==> config.mk <==
export PLATFORM = sky130hd
export DESIGN_NAME = region_xlate_unit
export DESIGN_NICKNAME = d
export VERILOG_FILES = /design/src/rtl/rxu_pkg.sv /design/src/rtl/rxu_attr_decode.sv /design/src/rtl/rxu_access_check.sv /design/src/rtl/rxu_region_table.sv /design/src/rtl/region_xlate_unit.sv
export SDC_FILE = /design/constraint.sdc
export NUM_CORES = 1
export LEC_CHECK = 0
export ABC_AREA = 1
export BUFFER_PORTS_ARGS = -buffer_cell sky130_fd_sc_hd__buf_2
export CAP_MARGIN = 20
export CELL_PAD_IN_SITES_DETAIL_PLACEMENT = 0
export CELL_PAD_IN_SITES_GLOBAL_PLACEMENT = 1
export CORE_AREA = 3 3 145 147
export DETAILED_ROUTE_END_ITERATION = 8
export DIE_AREA = 0 0 148 150
export PLACE_DENSITY_LB_ADDON = 0.08
export SLEW_MARGIN = 20
export SYNTH_ARGS = -nofsm -noshare
export SYNTH_HDL_FRONTEND = slang
export SYNTH_SLANG_ARGS = --single-unit
export TNS_END_PERCENT = 50
==> constraint.sdc <==
create_clock -name clk -period 2.79 [get_ports clk]
set_input_delay 0 -clock clk [delete_from_list [all_inputs] [get_ports clk]]
set_output_delay 0 -clock clk [all_outputs]
set_load 0.01 [all_outputs]
==> src/rtl/rxu_pkg.sv <==
// Shared types of the region protection and translation unit.
// Assumes: encodings below are the ones documented at the top-level ports.
package rxu_pkg;

    typedef enum logic [1:0] {
        KIND_LOAD  = 2'd0,
        KIND_STORE = 2'd1,
        KIND_FETCH = 2'd2,
        KIND_RSVD  = 2'd3
    } kind_e;

    typedef enum logic [2:0] {
        CM_NONE    = 3'd0,
        CM_BYPASS  = 3'd1,
        CM_WT      = 3'd2,
        CM_WB      = 3'd3,
        CM_ISOLATE = 3'd4
    } cmode_e;

    typedef enum logic [1:0] {
        CAUSE_NONE  = 2'd0,
        CAUSE_LOAD  = 2'd1,
        CAUSE_STORE = 2'd2,
        CAUSE_FETCH = 2'd3
    } cause_e;

    typedef struct packed {
        logic rd;
        logic wr;
        logic ex;
    } rights_t;

endpackage

==> src/rtl/rxu_attr_decode.sv <==
// Attribute decoder: turns an attribute code into access rights and a
// cache policy. Assumes: in cache-attribute mode code 5 is undefined,
// in region mode it equals code 4. Purely combinational.
module rxu_attr_decode
    import rxu_pkg::*;
#(
    parameter int ATTR_W = 4
) (
    input  logic [ATTR_W-1:0] attr,
    input  logic              cattr_mode,
    output rights_t           rights,
    output cmode_e            cmode
);

    // Sparse decode table; unlisted codes grant nothing.
    always_comb begin
        rights = '0;
        cmode  = CM_NONE;
        case (attr)
            ATTR_W'(0): begin rights = '{1'b1, 1'b1, 1'b0}; cmode = CM_WT; end
            ATTR_W'(1): begin rights = '{1'b1, 1'b1, 1'b1}; cmode = CM_WT; end
            ATTR_W'(2): begin rights = '{1'b1, 1'b1, 1'b1}; cmode = CM_BYPASS; end
            ATTR_W'(3): begin rights = '{1'b0, 1'b0, 1'b1}; cmode = CM_WB; end
            ATTR_W'(4): begin rights = '{1'b1, 1'b1, 1'b1}; cmode = CM_WB; end
            ATTR_W'(5): begin
                if (!cattr_mode) begin
                    rights = '{1'b1, 1'b1, 1'b1};
                    cmode  = CM_WB;
                end
            end
            ATTR_W'(14): begin rights = '{1'b1, 1'b1, 1'b0}; cmode = CM_ISOLATE; end
            default: ;
        endcase
    end

endmodule

==> src/rtl/rxu_access_check.sv <==
// Rights checker: compares the request kind with the granted rights and
// produces the fault flag and cause. Assumes: the reserved kind is never
// granted and is reported as a store denial. Purely combinational.
module rxu_access_check
    import rxu_pkg::*;
(
    input  kind_e   kind,
    input  rights_t rights,
    output logic    fault,
    output cause_e  cause
);

    // Pick the right each kind needs and name the denial.
    always_comb begin
        fault = 1'b1;
        cause = CAUSE_STORE;
        case (kind)
            KIND_LOAD:  begin fault = !rights.rd; cause = CAUSE_LOAD;  end
            KIND_STORE: begin fault = !rights.wr; cause = CAUSE_STORE; end
            KIND_FETCH: begin fault = !rights.ex; cause = CAUSE_FETCH; end
            default:    begin fault = 1'b1;       cause = CAUSE_STORE; end
        endcase
        if (!fault) cause = CAUSE_NONE;
    end

endmodule

==> src/rtl/rxu_region_table.sv <==
// One region table: a physical base and an attribute per region, loaded
// through a single write port, read combinationally by region number.
// Assumes: writes land at the clock edge; reset gives an identity map.
module rxu_region_table #(
    parameter int REGION_BITS = 3,
    parameter int ATTR_W      = 4,
    parameter int RESET_ATTR  = 2
) (
    input  logic                   clk,
    input  logic                   rst_n,
    input  logic                   wr_en,
    input  logic [REGION_BITS-1:0] wr_index,
    input  logic [REGION_BITS-1:0] wr_base,
    input  logic [ATTR_W-1:0]      wr_attr,
    input  logic [REGION_BITS-1:0] rd_index,
    output logic [REGION_BITS-1:0] rd_base,
    output logic [ATTR_W-1:0]      rd_attr
);

    localparam int NREG = 1 << REGION_BITS;

    logic [NREG-1:0][REGION_BITS-1:0] base_q;
    logic [NREG-1:0][ATTR_W-1:0]      attr_q;

    // Entry storage: identity map on reset, single-entry update on write.
    always_ff @(posedge clk) begin
        if (!rst_n) begin
            for (int i = 0; i < NREG; i++) begin
                base_q[i] <= REGION_BITS'(i);
                attr_q[i] <= ATTR_W'(RESET_ATTR);
            end
        end else if (wr_en) begin
            base_q[wr_index] <= wr_base;
            attr_q[wr_index] <= wr_attr;
        end
    end

    // Combinational read of the addressed entry.
    always_comb begin
        rd_base = base_q[rd_index];
        rd_attr = attr_q[rd_index];
    end


    wr_lands_chk: assert property (@(posedge clk) disable iff (!rst_n)
        wr_en |=> (base_q[$past(wr_index)] == $past(wr_base)) &&
                  (attr_q[$past(wr_index)] == $past(wr_attr)));


    no_wr_stable_chk: assert property (@(posedge clk) disable iff (!rst_n)
        !wr_en |=> $stable(base_q) && $stable(attr_q));

endmodule

==> src/rtl/region_xlate_unit.sv <==
// Region protection and translation unit (top). Selects the instruction or
// data table by request kind, forms the physical address, decodes the
// attribute from the table or from the cache-attribute word, and checks
// the request. Assumes: ADDR_W >= REGION_BITS and the cache-attribute word
// holds one ATTR_W field per region. Outputs are combinational.
module region_xlate_unit
    import rxu_pkg::*;
#(
    parameter int ADDR_W      = 32,
    parameter int REGION_BITS = 3,
    parameter int ATTR_W      = 4
) (
    input  logic                          clk,
    input  logic                          rst_n,
    input  logic                          req_valid,
    input  logic [ADDR_W-1:0]             req_vaddr,
    input  logic [1:0]                    req_kind,
    input  logic                          mode_cattr,
    input  logic [(1<<REGION_BITS)*ATTR_W-1:0] cacheattr,
    input  logic                          wr_en,
    input  logic                          wr_side,
    input  logic [REGION_BITS-1:0]        wr_index,
    input  logic [REGION_BITS-1:0]        wr_base,
    input  logic [ATTR_W-1:0]             wr_attr,
    output logic                          rsp_valid,
    output logic [ADDR_W-1:0]             rsp_paddr,
    output logic                          rsp_read,
    output logic                          rsp_write,
    output logic                          rsp_exec,
    output logic [2:0]                    rsp_cache,
    output logic                          rsp_fault,
    output logic [1:0]                    rsp_cause
);

    localparam int OFF_W  = ADDR_W - REGION_BITS;
    localparam int NSIDES = 2;

    kind_e                  kind;
    logic [REGION_BITS-1:0] region;
    logic                   sel_side;
    logic [REGION_BITS-1:0] side_base [NSIDES];
    logic [ATTR_W-1:0]      side_attr [NSIDES];
    logic [ATTR_W-1:0]      attr_eff;
    rights_t                rights;
    cmode_e                 cmode;
    logic                   fault;
    cause_e                 cause;

    // Request decode: kind, region number and table choice.
    always_comb begin
        kind     = kind_e'(req_kind);
        region   = req_vaddr[ADDR_W-1 -: REGION_BITS];
        sel_side = (kind == KIND_FETCH);
    end

    // Side 0 holds data-side entries, side 1 instruction-side entries.
    for (genvar g = 0; g < NSIDES; g++) begin : g_side
        rxu_region_table #(
            .REGION_BITS (REGION_BITS),
            .ATTR_W      (ATTR_W),
            .RESET_ATTR  (2)
        ) i_table (
            .clk      (clk),
            .rst_n    (rst_n),
            .wr_en    (wr_en && (wr_side == 1'(g))),
            .wr_index (wr_index),
            .wr_base  (wr_base),
            .wr_attr  (wr_attr),
            .rd_index (region),
            .rd_base  (side_base[g]),
            .rd_attr  (side_attr[g])
        );
    end

    // Address and attribute source per mode.
    always_comb begin
        if (mode_cattr) begin
            attr_eff  = cacheattr[region*ATTR_W +: ATTR_W];
            rsp_paddr = req_vaddr;
        end else begin
            attr_eff  = side_attr[sel_side];
            rsp_paddr = {side_base[sel_side], req_vaddr[OFF_W-1:0]};
        end
    end

    rxu_attr_decode #(.ATTR_W(ATTR_W)) i_decode (
        .attr       (attr_eff),
        .cattr_mode (mode_cattr),
        .rights     (rights),
        .cmode      (cmode)
    );

    rxu_access_check i_check (
        .kind   (kind),
        .rights (rights),
        .fault  (fault),
        .cause  (cause)
    );

    // Response drive.
    always_comb begin
        rsp_valid = req_valid;
        rsp_read  = rights.rd;
        rsp_write = rights.wr;
        rsp_exec  = rights.ex;
        rsp_cache = cmode;
        rsp_fault = fault;
        rsp_cause = cause;
    end


    offset_kept_chk: assert property (@(posedge clk) disable iff (!rst_n)
        !mode_cattr |-> rsp_paddr[OFF_W-1:0] == req_vaddr[OFF_W-1:0]);


    cattr_identity_chk: assert property (@(posedge clk) disable iff (!rst_n)
        mode_cattr |-> rsp_paddr == req_vaddr);


    fault_cause_chk: assert property (@(posedge clk) disable iff (!rst_n)
        rsp_fault == (rsp_cause != 2'd0));


    rsvd_denied_chk: assert property (@(posedge clk) disable iff (!rst_n)
        req_kind == 2'd3 |-> rsp_fault && rsp_cause == 2'd2);


    none_no_rights_chk: assert property (@(posedge clk) disable iff (!rst_n)
        rsp_cache == 3'd0 |-> !(rsp_read || rsp_write || rsp_exec));


    valid_follow_chk: assert property (@(posedge clk) disable iff (!rst_n)
        rsp_valid == req_valid);

endmodule

-- Yosys cells after proc, flatten, opt, wreduce, memory -nomap -nowiden
Index checks and enable logic that the tools add are counted.
- add/subtract/negate cells: 0
- $mul: 0
- divide/modulo/power cells: 0
- magnitude comparators: 4
- equality and inequality tests: 8
- shift operators: 1
- muxes and demuxes: 31
- bitwise operators: 2
- reductions and logical operators: 12
- operators by type and width (operator ; count):
    32-bit bitwise mux ; 2
    24-bit bitwise mux ; 2
    32-bit 2-to-1 mux ; 1
    32-bit by 6-bit indexed part select with 4-bit output ; 1
    4-bit 2-to-1 mux ; 7
    4-bit binary-select mux with 3-bit select ; 2
    3-bit 2-to-1 mux ; 7
    3-bit binary-select mux with 3-bit select ; 2
    3-bit case mux with 5 select lines ; 1
    4-bit demux with 3-bit select ; 1
    3-bit case mux with 4 select lines ; 1
    3-bit demux with 3-bit select ; 1
    4-bit by 2-bit equality test with 1-bit output (second input constant) ; 2
    4-bit by 3-bit equality test with 1-bit output (second input constant) ; 2
    3-bit by 4-bit < comparator with 1-bit output (second input constant) ; 2
    2-bit OR reduction ; 3
    4-bit by 1-bit equality test with 1-bit output (second input constant) ; 1
    4-bit equality test (second input constant) ; 1
    4-bit zero test ; 1
    2-bit 2-to-1 mux ; 2
    2-bit case mux with 2 select lines ; 1
    3-bit by 1-bit greater-or-equal comparator with 1-bit output (second input constant) ; 1
    1-bit logical AND ; 3
    1-bit zero test ; 3
    other kinds (8) ; 8
- register bits: 112
- bits in latches: 0
- memory bits (writable): 0
- ROM bits: 0
- input port bits: 82
- word-level logic and storage cells: 90
- memories kept: 0

-- Longest topological paths before layout
Gate-level depths: netlist of run 1.
- word-level depth: 12
- mapped depth: 18
- mapped depth without buffers: 16

-- Cells and area by module
From an unflattened synthesis of run 1, not the netlist that was laid out.
- cell total of the unflattened synthesis: 1078
- area, all modules: 6454.9 µm²
- modules (own cells, without submodules) (module ; times used ; cells each ; area each (µm²) ; seq. area each (µm²)):
    rxu_region_table ; 2 ; 441 ; 2735.1 ; 1121.1
    region_xlate_unit ; 1 ; 155 ; 797.0 ; 0.0
    rxu_attr_decode ; 1 ; 30 ; 138.9 ; 0.0
    rxu_access_check ; 1 ; 11 ; 48.8 ; 0.0

-- Worst setup path before layout of run 1
No wires, ideal clock.
- kind: reg2out
- start: register g_side[0].i_table.attr_q[25] in the netlist's numbering
- end: output port rsp_cause[0]
- arrival time: 1484 ps
- setup slack: 1306 ps
- cell stages (with the launch flop): 17
- path through: dfxtp_1 -> nor2_1 -> nor2_1 -> o21ai_0 -> nand3_1 -> nand3_1 -> nand2_1 -> nand2_1 -> nand2_1 -> nor2_2 -> nand3_2 -> clkinv_1 -> nor2_2 -> nand2_2 -> nand2_2 -> nand2_2 -> nor2_1
- longest elaborated chain between the ends: 12
- elaborated cells on any way between the ends: 21
- those cells by class: eq/ne (6); mux (9); reduce/logical (6)
- ends and longest elaborated chain (element ; RTL line ; RTL):
    from (decl) ; rxu_region_table.sv:23 ; logic [NREG-1:0][ATTR_W-1:0] attr_q;
    from (signal, indexed assignment) ; rxu_region_table.sv:30 ; attr_q[i] <= ATTR_W'(RESET_ATTR);
    from (signal, indexed assignment) ; rxu_region_table.sv:34 ; attr_q[wr_index] <= wr_attr;
    4-bit binary-select mux with 3-bit select * ; rxu_region_table.sv:41 ; rd_attr = attr_q[rd_index];
    4-bit 2-to-1 mux (not written as such) * ; rxu_region_table.sv:41 ;
    4-bit 2-to-1 mux (not written as such) * (3 in a row) ; region_xlate_unit.sv:81 ; attr_eff = side_attr[sel_side];
    4-bit 2-to-1 mux * ; region_xlate_unit.sv:77 ; if (mode_cattr) begin
    4-bit by 1-bit equality test with 1-bit output (tied with other cells) ; rxu_attr_decode.sv:19 ; case (attr)
    3-bit OR reduction (no source line) / 2-bit OR reduction (equally long branches) ; n/a ;
    3-bit case mux with 4 select lines * ; rxu_attr_decode.sv:19 ;
    via rsp_read ; region_xlate_unit.sv:27 ; output logic rsp_read,
    1-bit zero test * ; rxu_access_check.sv:18 ; KIND_LOAD: begin fault = !rights.rd; cause = CAUSE_LOAD; end
    1-bit case mux with 3 select lines * ; rxu_access_check.sv:17 ; case (kind)
    2-bit 2-to-1 mux * ; rxu_access_check.sv:23 ; if (!fault) cause = CAUSE_NONE;
    to (decl) ; region_xlate_unit.sv:32 ; output logic [1:0] rsp_cause
The timed path passes the listed nets; every way through them passes the cells marked *. The select of a mux whose other input is x is not followed.

-- Final worst setup path of run 1
- start: register g_side[0].i_table.attr_q[2] in the netlist's numbering
- end: output port rsp_cause[1]
- longest elaborated chain between the ends: 12
- elaborated cells on any way between the ends: 21
- those cells by class: eq/ne (6); mux (9); reduce/logical (6)
- ends and longest elaborated chain (element ; RTL line):
    4-bit binary-select mux with 3-bit select * ; rxu_region_table.sv:41
    4-bit 2-to-1 mux (not written as such) * ; rxu_region_table.sv:41
    4-bit 2-to-1 mux (not written as such) * (3 in a row) ; region_xlate_unit.sv:81
    4-bit 2-to-1 mux * ; region_xlate_unit.sv:77
    4-bit by 1-bit equality test with 1-bit output (tied with other cells) ; rxu_attr_decode.sv:19
    3-bit OR reduction (no source line) / 2-bit OR reduction (equally long branches) ; n/a
    3-bit case mux with 4 select lines * ; rxu_attr_decode.sv:19
    1-bit zero test, on equally long branches ; rxu_access_check.sv:20, rxu_access_check.sv:18, rxu_access_check.sv:19
    1-bit case mux with 3 select lines * ; rxu_access_check.sv:17
    2-bit 2-to-1 mux * ; rxu_access_check.sv:23
Mark *: on every way between the ends. The rest lies on a longest branch, timed or not. The select of a mux whose other input is x is not followed.

==> impl_metrics.yaml, run 1 <==
critical_path:
  crit_arrival_ns: 2.18
  cpMaxStageDelayCell: "dfxtp_1"
  path_class: "reg -> out"
  path_cells: "nor2_1, nor2_1, nand2_1, nand3_1, nand3_1, nand3_1, nand2_1, nor2_1, nand3_2, clkinv_1, nor2_2, nand2_2, nand2_2, nand2_2, nor2_1, buf_2"
  cp_common_cell: "nor2_1"
  worst-r2r-setup-slack_ns: 2.12
  crit_path_start_kind: "flip-flop"
  max_stage_delay_ns: 0.32
  worstPathRequired_ns: 2.79
  end_kind: "output port"
  r2r-start: "g_side[0].i_table.base_q[11]"
  crit_fanout: 4
  worstRegToRegCells: 2
  r2r-end: "g_side[0].i_table.base_q[11]"
layout:
  drive_above_1_share_pct: 12.4
  synthToLayoutAreaGrowth_pct: 11.1
  fill_cells: 2271
  final_nets: 1001
  instances_no_fill: 1194
  n_antenna_cell: 0
  final_util_pct: 32.8
clocking:
  htreeDepth: 3
  clk-insertion-delay-late_ns: 0.36
  path_clk_slew_ns: 0.08
  cts-root-buf: "clkbuf_16"
  cts_sinks: 112
  cts_tree: "built"
  cts.path.max_buffers: 2
  hold_buffers: 0
  cts_resized: 0
  cts_buffers: 9
  post-cts-setup-buffers: 0
yosys:
  netlist_area_um2: 5910
  yosysTopAreaCell: "dfxtp_1"
  yosys-top-cells-area: "dfxtp_1 (38%), nand2_1 (11%), nor2_1 (9.1%)"
  synth_warnings: 0
  postSynthAreaPerCell_um2: 6.52
  ys_ff_latch: 112
  synth_nets: 989
  synth_top_area_share_pct: 37.9
  synthDistinctLibCells: 31
  ys_seq_area_share_pct: 37.9
  synthCells: 907
timing:
  min_period_ns: 2.18
  grt_setup_unrepaired: "false"
  finalWorstSetupSlack_ns: 0.612
  finalHoldViolCount: 0
  slew_viol_final: 0
  slew_headroom_pct: 55.3
  setup_violations: 0
  worst_pin_slew_ns: 0.670
  fin_hold_ws_ns: 0.00000391
  fin_setup_tns_ns: 0
  fmax_mhz: 459
  finalClockSkew_ns: 0
  period_share_pct: 78.1
detailed_routing:
  wl_um: 20100
  firstDrtPassIters: 5
  drc: 0
  viasPerCell: 4.83
  postRouteAntennaNets: 0
  drt_iter0_drc: 268
  dr_total_vias: 5766
  wl_per_cell_um: 16.8
place:
  port_buffers: 63
  pre_cts_slack_ns: 0.772
  routabilityCongestion: 0.784
  dp_hpwl_um: 14300
  placed_cells: 1178
floorplanning:
  coreArea_um2: 20000
  dieArea_um2: 22200
  die_h_um: 150
  io_pins: 124
  rows: 52
  die_x_um: 148
  start_util_pct: 29.5
job:
  cap_viol_max_count: 0
run_status:
  status: "complete, no violations"
worst_hold_path:
  worst_hold_path.endpoint: "rsp_paddr[23]"
  min_path_cells: 0
  hold_path_class: "in -> out"
  worstHoldStart: "req_vaddr[23]"
global_route:
  track_usage_pct: 18.3
  antenna_found_initial: 0
  grt_pass1_wl_um: 31600
  grt-ovfl-total: 0
  grt_max_degree: 65
  grt_pass1_vias: 5646
pwr:
  power_density_nw_per_um2: 551
  p_leak_nw: 2.97
  ir_drop_mv: 0.341
==> logic make-up after synthesis <==
group	count (synthesis)	synth area share (%)
AO/OA/AOI/OAI	194	17.9
buffers and inverters	171	13.9
flip-flops	112	37.9
multiplexers	1	0.169
AND/OR/NAND/NOR	429	30.1
==> metal layers <==
metal,GRT usage [%],share of wire [%],up-vias
li1,-,-,2927
met1,24.5,48,2700
met3,3.18,3.7,17
met2,30.4,47,122
met5,0,0,-
met4,5.17,1.2,0
==> cells in the final DEF (no fill, tap or decap) <==
master,n
clkinv_1,4
nor3_1,4
buf_4,17
nand3_1,94
nor2_4,1
o21ai_1,11
inv_2,3
dfxtp_1,112
inv_6,2
inv_1,83
clkbuf_16,9
mux2i_1,1
buf_2,63
clkinv_2,3
nand2_2,7
nor2_2,3
nand3_2,1
o21ai_0,101
nand4_2,1
nor2_1,144
buf_12,2
a2111oi_0,1
a221oi_1,1
a22oi_1,1
o211ai_1,14
a32oi_1,2
o211ai_2,1
bufinv_16,2
o221ai_1,6
a31oi_1,1
o22ai_1,1
nand2_1,174
a21oi_1,54
==> state kept, by name, indices dropped and copies added, names as in the netlist <==
signal	cells
g_side.i_table.attr_q	64
g_side.i_table.base_q	48
==> per-stage QoR <==
stage	instance area (µm²)	power [mW]
floorplan	5910	2.08
detailed placement	6250	2.23
global placement	6250	2.23
finish	6570	3.61
CTS	6570	3.66
global route	6570	3.78
==> area by class of cell <==
type	instances	area [µm²]	share of cell area [%]
clock buffer	9	225	3.43
clock inverter	7	92.6	1.41
inverter	90	338	5.15
multi-input combinational	624	2850	43.4
sequential	112	2240	34.2
tap	270	338	5.15
timing repair buffer	82	483	7.36
==> worst max-delay path: cells and delay by family (launching register included) <==
family | cells | cell delay [ns]
buffers and inverters | 2 | 0.22
flip-flops | 1 | 0.32
AND/OR/NAND/NOR | 14 | 1.26
==> cells in the mapped netlist, drive strengths merged <==
cell	instances
a2111oi	1
a21oi	54
a221oi	1
a22oi	1
a31oi	1
a32oi	2
buf	53
clkbuf	28
clkinv	4
dfxtp	112
inv	86
mux2i	1
nand2	181
nand3	95
nand4	1
nor2	148
nor3	4
o211ai	15
o21ai	112
o221ai	6
o22ai	1
==> report_power, final <==
group / leakage [nW] / internal, mW / total (mW) / switching, mW
combinational: 1.90 / 0.176 / 0.538 / 0.362
clock: 0.160 / 0.791 / 1.43 / 0.640
sequential: 0.908 / 1.63 / 1.65 / 0.0135
==> worst max path at each step <==
stage | from | end | cells past startpoint
2_1_floorplan | g_side[0].i_table.attr_q[25] | rsp_cause[0] | 16
3_3_place_gp | req_vaddr[31] | rsp_cause[0] | 15
3_5_place_dp | req_vaddr[31] | rsp_cause[1] | 15
4_1_cts | g_side[0].i_table.attr_q[25] | rsp_cause[1] | 17
5_1_grt | g_side[0].i_table.attr_q[2] | rsp_cause[1] | 16
6_report | g_side[0].i_table.attr_q[2] | rsp_cause[1] | 16
Power figures use the tool's default switching activity.
==> run 2: changes to the inputs <==
clock period = 1.8 ns   (was 2.79 ns; I/O delays follow)
==> impl_metrics.yaml, run 2 (synthesis gave the netlist of run 1 again) <==
layout:
  final_common_cell: "nand2_1"
  largest-register: "g_side.i_table.attr_q"
  final_nets: 1021
  mostFrequentLayoutCells: "nand2_1 (166), nor2_1 (138), dfxtp_1 (104), o21ai_0 (100), inv_1 (81)"
  drive_above_1_share_pct: 19.0
  multi_input_comb_area_um2: 3010
  synthToLayoutAreaGrowth_pct: 18.1
  final_util_pct: 34.8
  n_antenna_cell: 0
  top_regs: "g_side.i_table.attr_q: 64 flops, g_side.i_table.base_q: 48 flops"
  final_cell_area_um2: 6980
  regArea_um2: 2250
  largest_reg_flops: 64
  fill_cells: 2216
detailed_routing:
  postRouteAntennaNets: 0
  drt_iter0_drc: 349
  wl_per_cell_um: 16.0
  viasPerCell: 4.80
  dr_total_vias: 5833
  drc: 0
  firstDrtPassIters: 5
  wl_um: 19500
run_status:
  violations: "negative setup slack"
  status: "finished with violations"
timing:
  fmax_mhz: 485
  min_period_ns: 2.06
  finalHoldViolCount: 0
  slew_viol_final: 0
  slew_headroom_pct: 64.1
  period_share_pct: 115
  worst_pin_slew_ns: 0.538
  setup_violations: 8
  finalClockSkew_ns: 0
  finalWorstSetupSlack_ns: -0.262
  grt_setup_unrepaired: "true"
  fin_hold_ws_ns: 0.00000443
floorplanning:
  io_pins: 124
  coreArea_um2: 20000
  die_x_um: 148
  die_h_um: 150
  rows: 52
  dieArea_um2: 22200
  start_util_pct: 29.5
critical_path:
  path_buf_inv: 1
  cpLargestDelayFamily: "simple AND/OR/NAND/NOR gates"
  max_stage_delay_ns: 0.34
  end_kind: "output port"
  crit_path_start_kind: "flip-flop"
  worst-r2r-setup-slack_ns: 1.06
  path_cells: "nor2_1, nor2_1, nand2_1, nand3_2, nand3_2, nand2_1, nand2_1, nand2_2, nor2_4, nand2_2, nand2_2, nor2_2, nand2_2, nand2_2, nand2_2, nor2_2, buf_2"
  r2r-start: "g_side[0].i_table.attr_q[25]"
  crit_arrival_ns: 2.06
  path_class: "reg -> out"
  crit_fanout: 3
  crit_end: "rsp_cause[1]"
  worstPathRequired_ns: 1.80
  worstRegToRegCells: 3
  cp_common_cell: "nand2_2"
  r2r-end: "g_side[0].i_table.attr_q[25]"
  path_depth: 17
  cp-startpoint: "g_side[0].i_table.attr_q[17]"
  cpMaxStageDelayCell: "dfxtp_2"
clocking:
  cts-root-buf: "clkbuf_16"
  cts.path.max_buffers: 2
  cts_sinks: 112
  clk-insertion-delay-late_ns: 0.34
  cts_tree: "built"
  cts_buffers: 9
  htreeDepth: 3
  path_clk_slew_ns: 0.07
global_route:
  grt_max_degree: 109
  grt_pass1_vias: 5673
  grt.met2_usage_pct: 29.0
  track_usage_pct: 17.5
  busiest_layer: "met2"
  antenna_found_initial: 0
  grt-ovfl-total: 0
  grt_pass1_wl_um: 30800
  use_met1_pct: 23.8
  grtUsageMet3_pct: 3.24
pwr:
  ir_drop_mv: 0.424
  power_density_nw_per_um2: 809
  p_leak_nw: 3.15
place:
  dp_hpwl_um: 13600
  dpl_cell_area_um2: 6450
  port_buffers: 63
  routabilityCongestion: 0.829
job:
  cap_viol_max_count: 0
worst_hold_path:
  hold_path_class: "in -> out"
==> run 2: area by class of cell <==
cell class | count | share of cell area [%]
repair buffers | 102 | 10.3
multi-input cells | 624 | 43.1
clock inverters | 5 | 0.878
flip-flops and latches | 112 | 32.3
inverters | 90 | 4.93
well taps | 270 | 4.84
clock buffers | 11 | 3.62
==> run 2: how the worst min path moves through the flow <==
stage                  start            end  slack, ns  depth (start not counted)
2_1_floorplan    req_kind[0]   rsp_cause[0]       0.05                          1
3_3_place_gp   req_vaddr[18]  rsp_paddr[18]    0.00007                          0
3_5_place_dp   req_vaddr[18]  rsp_paddr[18]    0.00007                          0
4_1_cts        req_vaddr[18]  rsp_paddr[18]    0.00007                          0
5_1_grt        req_vaddr[23]  rsp_paddr[23]    0.00002                          0
6_report       req_vaddr[13]  rsp_paddr[13]   0.000004                          0
==> run 2: report_power, final <==
part	leakage, nW	internal [mW]	switching (mW)
Sequential	0.909	2.53	0.0213
Combinational	2.08	0.363	0.602
Clock	0.157	1.17	0.959
==> run 2: repair_timing <==
action                                 CTS  global route
pin swaps                                5            23
endpoints found under the hold margin    0             0
resized for setup                       28            27
hold buffers                             0             0
buffers inserted                         2             1
setup endpoints to repair                9             9
==> run 2: per-stage QoR <==
stage / cells / setup WS [ns] / setup TNS [ns] / power [mW]
floorplan: 907 / 0.316 / 0 / 3.22
global placement: 1195 / -0.0627 / -0.158 / 3.51
detailed placement: 1195 / -0.104 / -0.284 / 3.51
CTS: 1213 / -0.279 / -1.81 / 5.69
global route: 1214 / -0.445 / -3.15 / 5.92
finish: 1214 / -0.262 / -1.68 / 5.64
==> run 2: layer usage <==
metal / up-vias / part of all wire (%) / wire length, µm
met4: 0 / 0.96 / 187
met1: 2737 / 49 / 9500
met5: - / 0 / 0
met2: 119 / 46 / 9020
met3: 8 / 4.0 / 772
li1: 2969 / - / -
==> run 3: changes to the inputs <==
--- a/constraint.sdc
+++ b/constraint.sdc
@@ -3,2 +3,2 @@
 set_output_delay 0 -clock clk [all_outputs]
-set_load 0.01 [all_outputs]
+set_load 0.005 [all_outputs]
==> impl_metrics.yaml, run 3 (synthesis gave the netlist of run 1 again) <==
critical_path:
  worstPathRequired_ns: 1.80
  crit_arrival_ns: 2.05
  path_class: "reg -> out"
  crit_path_start_kind: "flip-flop"
  worst-r2r-setup-slack_ns: 1.10
  crit_fanout: 5
  end_kind: "output port"
layout:
  synthToLayoutAreaGrowth_pct: 15.6
  multi_input_comb_area_um2: 2950
  top_regs: "g_side.i_table.attr_q: 64 flops, g_side.i_table.base_q: 48 flops"
  fill_cells: 2274
  n_antenna_cell: 0
  largest-register: "g_side.i_table.attr_q"
  drive_above_1_share_pct: 17.2
  mostFrequentLayoutCells: "nand2_1 (169), nor2_1 (142), dfxtp_1 (106), o21ai_0 (100), inv_1 (82)"
  instances_no_fill: 1214
  regArea_um2: 2250
  final_common_cell: "nand2_1"
  final_util_pct: 34.1
  largest_reg_flops: 64
  final_nets: 1022
floorplanning:
  start_util_pct: 29.5
  io_pins: 124
  coreArea_um2: 20000
  die_h_um: 150
  rows: 52
  dieArea_um2: 22200
  die_x_um: 148
pwr:
  pwr-share-seq_pct: 47.7
  p_leak_nw: 3.09
  switchingPower_mw: 1.55
  p_int_mw: 3.80
  p_sw_share_pct: 28.9
  power_density_nw_per_um2: 783
  clkPwrFrac_pct: 35.3
  pwr-share-comb_pct: 17.0
  ir_drop_mv: 0.438
run_status:
  violations: "negative setup slack"
  status: "finished with violations"
global_route:
  grt-ovfl-total: 0
  grt_pass1_vias: 5666
  antenna_found_initial: 0
  grt_pass1_wl_um: 31500
  grt_max_degree: 75
  track_usage_pct: 18.0
clocking:
  cts.path.max_buffers: 2
  cts-root-buf: "clkbuf_16"
  htreeDepth: 3
  cts_sinks: 112
  cts_buffers: 9
  clk-insertion-delay-late_ns: 0.35
  path_clk_slew_ns: 0.07
  cts_tree: "built"
place:
  dp_hpwl_um: 14100
  routabilityCongestion: 0.787
  placed_cells: 1196
  port_buffers: 63
timing:
  slew_headroom_pct: 67.1
  fmax_mhz: 488
  finalHoldViolCount: 0
  worst_pin_slew_ns: 0.493
  min_period_ns: 2.05
  grt_setup_unrepaired: "true"
  setup_violations: 9
  period_share_pct: 114
  finalClockSkew_ns: 0
  slew_viol_final: 0
  finalWorstSetupSlack_ns: -0.250
detailed_routing:
  dr_wl_met2_um: 9230
  firstDrtPassIters: 5
  wl_um: 19800
  viasPerCell: 4.86
  wl_per_cell_um: 16.3
  drc: 0
  postRouteAntennaNets: 0
  wl_met3_um: 906
  top_layer: "met4"
  met1_length_um: 9530
  drt_iter0_drc: 411
  dr_total_vias: 5904
job:
  cap_viol_max_count: 0
worst_hold_path:
  hold_path_class: "in -> out"
[run 3: repair_timing]
item                                    in CTS  in global routing
endpoints found under the setup margin       9                  9
gates resized for setup                     30                  3
setup buffers                                2                  0
hold buffers                                 1                  0
hold endpoints to repair                     3                  0
pin swaps                                    7                  0
[run 3: final cells by class]
class | count | area share, %
Tap cell | 270 | 4.95
Sequential cell | 112 | 32.9
Multi-Input combinational cell | 624 | 43.2
Timing Repair Buffer | 103 | 10.1
Inverter | 90 | 4.96
Clock inverter | 5 | 0.495
Clock buffer | 10 | 3.35
[run 3: final timing paths]
check / cells past startpoint / to / startpoint
hold reg to reg: 2 / g_side[1].i_table.attr_q[20] / g_side[1].i_table.attr_q[20]
setup / recovery: 15 / rsp_cause[1] / g_side[1].i_table.attr_q[14]
setup reg to reg: 3 / g_side[0].i_table.attr_q[26] / g_side[0].i_table.attr_q[26]
hold / removal: 0 / rsp_paddr[13] / req_vaddr[13]
[run 3: worst max-delay path, cell delays in order, from the launching register on]
cell	delay [ns]
dfxtp_1	0.31
inv_1	0.04
nand2_1	0.05
nand3_1	0.12
nand3_1	0.13
nand3_2	0.09
nand3_2	0.09
nand2_2	0.07
nand2_2	0.10
inv_2	0.07
nand3_1	0.13
nand4_2	0.15
nand2_1	0.10
nand2_2	0.06
nor2_1	0.09
buf_2	0.12
[run 3: layer usage]
layer | vias to the layer above | track usage [%]
met5 | - | 0
met4 | 0 | 3.37
met3 | 12 | 3.73
met2 | 152 | 29.8
met1 | 2773 | 24.5
li1 | 2967 | -
[run 3: metrics by stage]
| stage | cell area [µm²] | TNS, ns | hold WS [ns] | power [mW] | worst slack, ns |
|---|---|---|---|---|---|
| after floorplan | 5910 | 0 | 0.0311 | 3.18 | 0.400 |
| after global placement | 6430 | -0.278 | 0.0000346 | 3.48 | -0.0860 |
| after detailed placement | 6430 | -0.250 | 0.0000346 | 3.49 | -0.0877 |
| after CTS | 6820 | -1.75 | 0.0000346 | 5.42 | -0.272 |
| after global routing | 6830 | -3.55 | 0.0000114 | 5.62 | -0.494 |
| final | 6830 | -1.56 | 0.00000224 | 5.35 | -0.250 |
[run 3: power by group through the flow]
stage / combinational [mW] / clock (mW) / sequential (mW)
6_report: 0.909 / 1.89 / 2.55
5_1_grt: 1.02 / 2.04 / 2.56
4_1_cts: 0.914 / 1.95 / 2.55
3_5_place_dp: 0.877 / 0 / 2.61
3_3_place_gp: 0.874 / 0 / 2.61
2_1_floorplan: 0.582 / 0 / 2.60
